===== src/rtl/dskstat_pkg.sv =====
`timescale 1ns/1ps
package dskstat_pkg;
  typedef enum logic [1:0] {
    MODE_AT  = 2'd0,
    MODE_PS2 = 2'd1,
    MODE_M30 = 2'd2,
    MODE_RSV = 2'd3
  } pmode_e;

  localparam int REG_W  = 8;
  localparam int NSIG   = 12;
  localparam int EDGE_W = 4;            // signals that carry edge events sit at the bottom
  localparam int LVL_LO = 2;            // lowest signal whose level is shown to the host

  // drive-interface bit positions
  localparam int SIG_RDAT = 0;
  localparam int SIG_WDAT = 1;
  localparam int SIG_STEP = 2;
  localparam int SIG_WGAT = 3;
  localparam int SIG_DIR  = 4;
  localparam int SIG_WP   = 5;
  localparam int SIG_IDX  = 6;
  localparam int SIG_HEAD = 7;
  localparam int SIG_TRK0 = 8;
  localparam int SIG_INT  = 9;
  localparam int SIG_DRQ  = 10;
  localparam int SIG_CHGN = 11;

  // event polarity per edge signal: 1 = falling edge, 0 = rising edge
  localparam logic [EDGE_W-1:0] FALL_MASK = 4'b0011;

  localparam logic [2:0] OFS_A = 3'd0;
  localparam logic [2:0] OFS_B = 3'd1;
  localparam logic [2:0] OFS_D = 3'd7;

  // density flag: high for the two slow rates (codes 01 and 10)
  function automatic logic density_n(input logic [1:0] rate);
    return (rate == 2'b01) || (rate == 2'b10);
  endfunction

  // disk-change status bit: forced value or inverted pin
  function automatic logic chg_status(input logic pin_n, input logic frc_en, input logic frc_val);
    return frc_en ? frc_val : ~pin_n;
  endfunction
endpackage


===== src/rtl/dskstat_sync.sv =====
`timescale 1ns/1ps
module dskstat_sync #(
  parameter int WIDTH  = 12,
  parameter int STAGES = 2,
  parameter int EDGE_W = 4,
  parameter int LVL_LO = 2,
  parameter logic [EDGE_W-1:0] FALL_MASK = '0
) (
  input  logic                    clk,
  input  logic                    rst_n,
  input  logic [WIDTH-1:0]        async_i,
  output logic [WIDTH-1:LVL_LO]   lvl_o,
  output logic [EDGE_W-1:0]       ev_o
);
  logic [WIDTH-1:0]  chain [STAGES];
  logic [EDGE_W-1:0] prev_q;
  logic [WIDTH-1:0]  synced;

  always_ff @(posedge clk or negedge rst_n) begin
    if (!rst_n) begin
      for (int i = 0; i < STAGES; i++) chain[i] <= '0;
      prev_q <= '0;
    end else begin
      chain[0] <= async_i;
      for (int i = 1; i < STAGES; i++) chain[i] <= chain[i-1];
      prev_q <= chain[STAGES-1][EDGE_W-1:0];
    end
  end

  assign synced = chain[STAGES-1];
  assign lvl_o  = synced[WIDTH-1:LVL_LO];

  for (genvar g = 0; g < EDGE_W; g++) begin : g_edge
    if (FALL_MASK[g]) begin : g_fall
      assign ev_o[g] = ~synced[g] & prev_q[g];
    end else begin : g_rise
      assign ev_o[g] = synced[g] & ~prev_q[g];
    end
  end
endmodule


===== src/rtl/dskstat_flags.sv =====
`timescale 1ns/1ps
module dskstat_flags #(
  parameter int EDGE_W   = 4,
  parameter int STEP_IDX = 2,
  parameter int TOG_W    = 2
) (
  input  logic              clk,
  input  logic              rst_n,
  input  logic              sw_rst,
  input  logic              rd_clr,
  input  logic [EDGE_W-1:0] ev_i,
  output logic [EDGE_W-1:0] lat_q,
  output logic [TOG_W-1:0]  tog_q
);
  // sticky latches: one per edge signal
  for (genvar g = 0; g < EDGE_W; g++) begin : g_lat
    if (g == STEP_IDX) begin : g_step
      always_ff @(posedge clk or negedge rst_n) begin
        if (!rst_n)       lat_q[g] <= 1'b0;
        else if (sw_rst)  lat_q[g] <= 1'b0;
        else if (ev_i[g]) lat_q[g] <= 1'b1;
        else if (rd_clr)  lat_q[g] <= 1'b0;
      end
    end else begin : g_plain
      always_ff @(posedge clk or negedge rst_n) begin
        if (!rst_n)       lat_q[g] <= 1'b0;
        else if (ev_i[g]) lat_q[g] <= 1'b1;
        else if (rd_clr)  lat_q[g] <= 1'b0;
      end
    end
  end

  // toggles driven by the lowest TOG_W events
  always_ff @(posedge clk or negedge rst_n) begin
    if (!rst_n) tog_q <= '0;
    else        tog_q <= tog_q ^ ev_i[TOG_W-1:0];
  end
endmodule


===== src/rtl/dskstat_unit.sv =====
`timescale 1ns/1ps
module dskstat_unit
  import dskstat_pkg::*;
#(
  parameter int SYNC_STAGES = 2
) (
  input  logic             clk,
  input  logic             rst_n,
  input  logic             sw_rst,
  input  logic [1:0]       mode,
  input  logic             rd_stb,
  input  logic [2:0]       rd_addr,
  output logic [REG_W-1:0] rd_data,
  output logic [REG_W-1:0] rd_oe,
  input  logic [NSIG-1:0]  drv_sig,
  input  logic [1:0]       dor_mot,
  input  logic             dor_dsel0,
  input  logic             dor_dmaen,
  input  logic [1:0]       rate_sel,
  input  logic             noprec,
  input  logic             frc_chg_en,
  input  logic             frc_chg_val
);
  localparam int TOG_W = 2;

  logic [NSIG-1:LVL_LO] lv;
  logic [EDGE_W-1:0]    ev_hit;
  logic [EDGE_W-1:0]    lat_q;
  logic [TOG_W-1:0]     tog_q;
  logic                 rd_clr;
  pmode_e               pm;
  logic                 is_ps2, is_m30, chg_v;
  logic [REG_W-1:0]     va_ps2, va_m30, vb_ps2, vb_m30, vd_ps2, vd_m30;
  logic [REG_W-1:0]     dat_c, oe_c;

  dskstat_sync #(
    .WIDTH(NSIG), .STAGES(SYNC_STAGES), .EDGE_W(EDGE_W),
    .LVL_LO(LVL_LO), .FALL_MASK(FALL_MASK)
  ) sync_i (
    .clk(clk), .rst_n(rst_n), .async_i(drv_sig), .lvl_o(lv), .ev_o(ev_hit)
  );

  assign rd_clr = rd_stb && (rd_addr == OFS_D);

  dskstat_flags #(
    .EDGE_W(EDGE_W), .STEP_IDX(SIG_STEP), .TOG_W(TOG_W)
  ) flags_i (
    .clk(clk), .rst_n(rst_n), .sw_rst(sw_rst), .rd_clr(rd_clr),
    .ev_i(ev_hit), .lat_q(lat_q), .tog_q(tog_q)
  );

  assign pm     = pmode_e'(mode);
  assign is_ps2 = (pm == MODE_PS2);
  assign is_m30 = (pm == MODE_M30);
  assign chg_v  = chg_status(lv[SIG_CHGN], frc_chg_en, frc_chg_val);

  // offset 0 views
  assign va_ps2 = {lv[SIG_INT], 1'b1, lv[SIG_STEP], ~lv[SIG_TRK0],
                   lv[SIG_HEAD], ~lv[SIG_IDX], ~lv[SIG_WP], lv[SIG_DIR]};
  assign va_m30 = {lv[SIG_INT], lv[SIG_DRQ], lat_q[SIG_STEP], lv[SIG_TRK0],
                   ~lv[SIG_HEAD], lv[SIG_IDX], lv[SIG_WP], ~lv[SIG_DIR]};
  // offset 1 views
  assign vb_ps2 = {2'b11, dor_dsel0, tog_q[SIG_WDAT], tog_q[SIG_RDAT],
                   lv[SIG_WGAT], dor_mot};
  assign vb_m30 = {2'b11, dor_dsel0, lat_q[SIG_WDAT], lat_q[SIG_RDAT],
                   lat_q[SIG_WGAT], 2'b11};
  // offset 7 views
  assign vd_ps2 = {chg_v, 4'b1111, rate_sel, density_n(rate_sel)};
  assign vd_m30 = {chg_v, 3'b000, dor_dmaen, noprec, rate_sel};

  always_comb begin
    dat_c = '0;
    oe_c  = '0;
    if (rd_stb) begin
      case (rd_addr)
        OFS_A: begin
          if (is_ps2)      begin oe_c = '1; dat_c = va_ps2; end
          else if (is_m30) begin oe_c = '1; dat_c = va_m30; end
        end
        OFS_B: begin
          if (is_ps2)      begin oe_c = '1; dat_c = vb_ps2; end
          else if (is_m30) begin oe_c = '1; dat_c = vb_m30; end
        end
        OFS_D: begin
          if (is_ps2)      begin oe_c = '1; dat_c = vd_ps2; end
          else if (is_m30) begin oe_c = '1; dat_c = vd_m30; end
          else begin
            oe_c  = {1'b1, {(REG_W-1){1'b0}}};
            dat_c = {chg_v, {(REG_W-1){1'b0}}};
          end
        end
        default: ;
      endcase
    end
  end

  assign rd_data = dat_c;
  assign rd_oe   = oe_c;
endmodule


===== config.mk =====
export PLATFORM = sky130hd
export DESIGN_NAME = dskstat_unit
export DESIGN_NICKNAME = d
export VERILOG_FILES = /design/src/rtl/dskstat_pkg.sv /design/src/rtl/dskstat_sync.sv /design/src/rtl/dskstat_flags.sv /design/src/rtl/dskstat_unit.sv
export SDC_FILE = /design/constraint.sdc
export NUM_CORES = 1
export LEC_CHECK = 0
export ABC_AREA = 1
export CAP_MARGIN = 20
export CORE_MARGIN = 5
export CORE_UTILIZATION = 41
export DETAILED_ROUTE_END_ITERATION = 7
export GPL_ROUTABILITY_DRIVEN = 0
export PLACE_DENSITY = 0.78
export SETUP_SLACK_MARGIN = 0.3
export SYNTH_ARGS = -nofsm -noshare
export SYNTH_HDL_FRONTEND = slang
export SYNTH_SLANG_ARGS = --single-unit

===== constraint.sdc =====
create_clock -name clk -period 1.1 [get_ports clk]
set_input_delay 0.165 -clock clk [delete_from_list [all_inputs] [get_ports clk]]
set_output_delay 0.165 -clock clk [all_outputs]
set_load 0.05 [all_outputs]

==> run summary, run 1 <==
Setup CP Type: in2out
normalized max-slew margin: 83.09%
routed length on met2: 2179 um
pwr/cell area: 1186 nW/um2
synth unique cells: 19
Clk pwr share: 31.2%
Die X: 70.52 um
Die Ht: 70.52 um
reg2reg path depth: 3
reg2reg setup slack: 0.33 ns
Final Cell Area: 2763 um2
number of synthesized register bits: 34
Crit path required time: 0.94 ns
Setup crit start: mode[1]
most common cell after layout, fill and taps aside: nand2_1
Routed met3 length: 300 um
WL final: 4094 um
global-route wire length before repair: 6686 um
layout cells sized above 1: 43.39%
Critical Path AT: 1.47 ns
Syn Area/Cell: 8.832 um2
Core ar.: 3606 um2
sequential power share: 42.8%
CP startpoint kind: input pin
Reg-to-Reg End: flags_i.tog_q[1]$_DFF_PN0_
Net Count, Synth: 203
Final #Nets: 274
Leakage: 1.263 nW
CTS sink count: 34
I/O Buffers: 45
WL met1: 1440 um
fin crit share: 148.8%
Final WS setup: -0.5365 ns
Max Root-Sink Buffers: 2
Max-cap violations: 0
Vias/cell: 4.717
Yosys top cell area share: 56.67%
CTS Hold Buffers Added: 0
largest net degree at the start of global routing: 35
final setup vio count: 16
failing checks: setup timing
switching share of power: 25.99%
num rows: 22
cts bufs inserted: 5
synthesized cell area: 1501 um2
setup_tns: -6.311 ns
antenna diode count: 0
final-report hold violation count: 0
Worst Path Max Fanout: 8
Initial Utilization: 41.64%
status: complete, but fails checks
switching power: 0.0008515 W
vias in the first global route: 1454
Clock Pin Slew Worst Setup and Hold Paths: 0.06 ns
CTS tree: yes
Worst setup EP type: output pin
Initial DRC Count: 55
HP Class: in2async
average wire per standard cell: 14.12 um
leading area contributor after synthesis: dfrtp_1
I/O pins: 46
placed inst area: 2397 um2
die outline area: 4972 um2
Slew Viols, Final: 0
Max H-tree Level: 2
Tmin final: 1.637 ns
drc violations: 0
f_max: 0.6111 GHz
Pre-antenna DRT Iters: 4
commonest non-fill, non-tap cells in the layout: 39 x nand2_1, 34 x dfrtp_1, 22 x clkdlybuf4s50_1
Seq/Total Area, Yosys: 56.67%
FF-to-FF Start: flags_i.tog_q[1]$_DFF_PN0_
root buffer cell: clkbuf_8
antenna-violating nets left: 0
RSZ-0062 raised after global routing: true
FILL cells: 222
vias: 1368
grt ovf: 0
yosys synthesis warning count: 0
P&R area growth vs syn: 84.00%
Clock Skew: 0.006317 ns
slew of the pin with the lowest slew margin: 0.2536 ns
GRT Overall Usage: 17.20%
Max VDD drop: 0.001276 V
Logic pwr share: 26.1%
top cells by area, synth: dfrtp_1 57%, nand2_1 12%, nor2_1 7.5%
initial antenna violation count: 0
Skew-Pair Late Insertion Delay: 0.28 ns
Syn Inst Count: 170
Final HPWL DP: 2575 um
Power Internal: 0.002425 W
highest metal used: met4
per-stage QoR:
step | hold slack [ns] | utilization (%) | cells | total power (W) | setup WS, ns
after CTS | 0.2492 | 75.05 | 290 | 0.003271 | -0.4461
after global placement | 0.3329 | 66.48 | 270 | 0.002128 | -0.8212
after detailed placement | 0.3355 | 66.48 | 270 | 0.002147 | -0.8882
final | 0.2473 | 76.61 | 290 | 0.003276 | -0.5365
after floorplan | -0.1306 | - | 170 | 0.001755 | -0.2224
after global routing | 0.2675 | 76.61 | 290 | 0.003432 | -0.5765
power groups by stage:
stage               Sequential (W)  Combinational (W)  Clock, W
floorplan                  0.00141           0.000348         0
global placement           0.00141           0.000716         0
detailed placement         0.00142           0.000730         0
CTS                        0.00140           0.000819   0.00106
global route               0.00141           0.000911   0.00111
finish                     0.00140           0.000855   0.00102
cell families after synthesis:
logic type,share of synthesized area [%]
flip-flops,56.67
AO/OA/AOI/OAI,3.666
buffers and inverters,9.332
adder cells (fa/ha/maj),2.500
AND/OR/NAND/NOR,24.33
XOR/XNOR,3.501
sequential cells by signal (all words and copies together) (netlist names):
name and cells:
sync_i.prev_q 4, sync_i.synced 12, sync_i.chain 12, flags_i.lat_q 4, flags_i.tog_q 2
worst max-delay path by stage:
stage            endpoint  slack, ns  depth (start not counted)
6_report       rd_data[1]      -0.54                         13
5_1_grt        rd_data[1]      -0.58                         12
4_1_cts        rd_data[3]      -0.45                         11
3_5_place_dp   rd_data[2]      -0.89                         11
3_3_place_gp   rd_data[0]      -0.82                         11
2_1_floorplan  rd_data[4]      -0.22                          9
Yosys cell counts (all sizes together):
master / count
nand2: 49
inv: 17
o21ai: 7
dfrtp: 34
nor2: 32
a21oi: 4
ha: 3
xor2: 3
nand3: 8
buf: 9
xnor2: 3
nand4: 1
layer usage:
metal	track usage (%)	up-vias
li1	-	655
met1	18.84	628
met2	30.56	65
met3	4.173	20
met4	8.936	0
met5	0	-
critical path, stage by stage:
cell and delay (ns):
buf_6 0.09, buf_6 0.12, inv_12 0.05, ha_4 0.15, buf_12 0.13, clkinv_8 0.06
nor2_1 0.10, nor2_1 0.07, nand2_1 0.08, nand2_2 0.08, nor2_2 0.16, nor2_4 0.06
buf_12 0.14
layout make-up:
class	instances	area (um2)	area share (%)
multi-input combinational	110	733.2	26.54
inverter	17	91.34	3.306
sequential	34	850.8	30.80
timing repair buffer	73	917.1	33.20
clock buffer	8	110.1	3.986
tap	48	60.06	2.174
repair_timing:
action	CTS	global route
resized for setup	59	18
setup endpoints to repair	20	21
endpoints found under the hold margin	0	0
cloned	1	0
pin swaps	20	10
setup buffers	11	0
Note: power is estimated with default switching activity, not from simulation.
==> run 2, diff against run 1 <==
--- a/config.mk
+++ b/config.mk
@@ -13,6 +13,7 @@
 export GPL_ROUTABILITY_DRIVEN = 0
 export PLACE_DENSITY = 0.78
 export SETUP_SLACK_MARGIN = 0.3
+export SLEW_MARGIN = 20
 export SYNTH_ARGS = -nofsm -noshare
 export SYNTH_HDL_FRONTEND = slang
 export SYNTH_SLANG_ARGS = --single-unit
==> results of run 2 <==
Same layout as run 1: the final DEF is identical, and so are final timing and power.
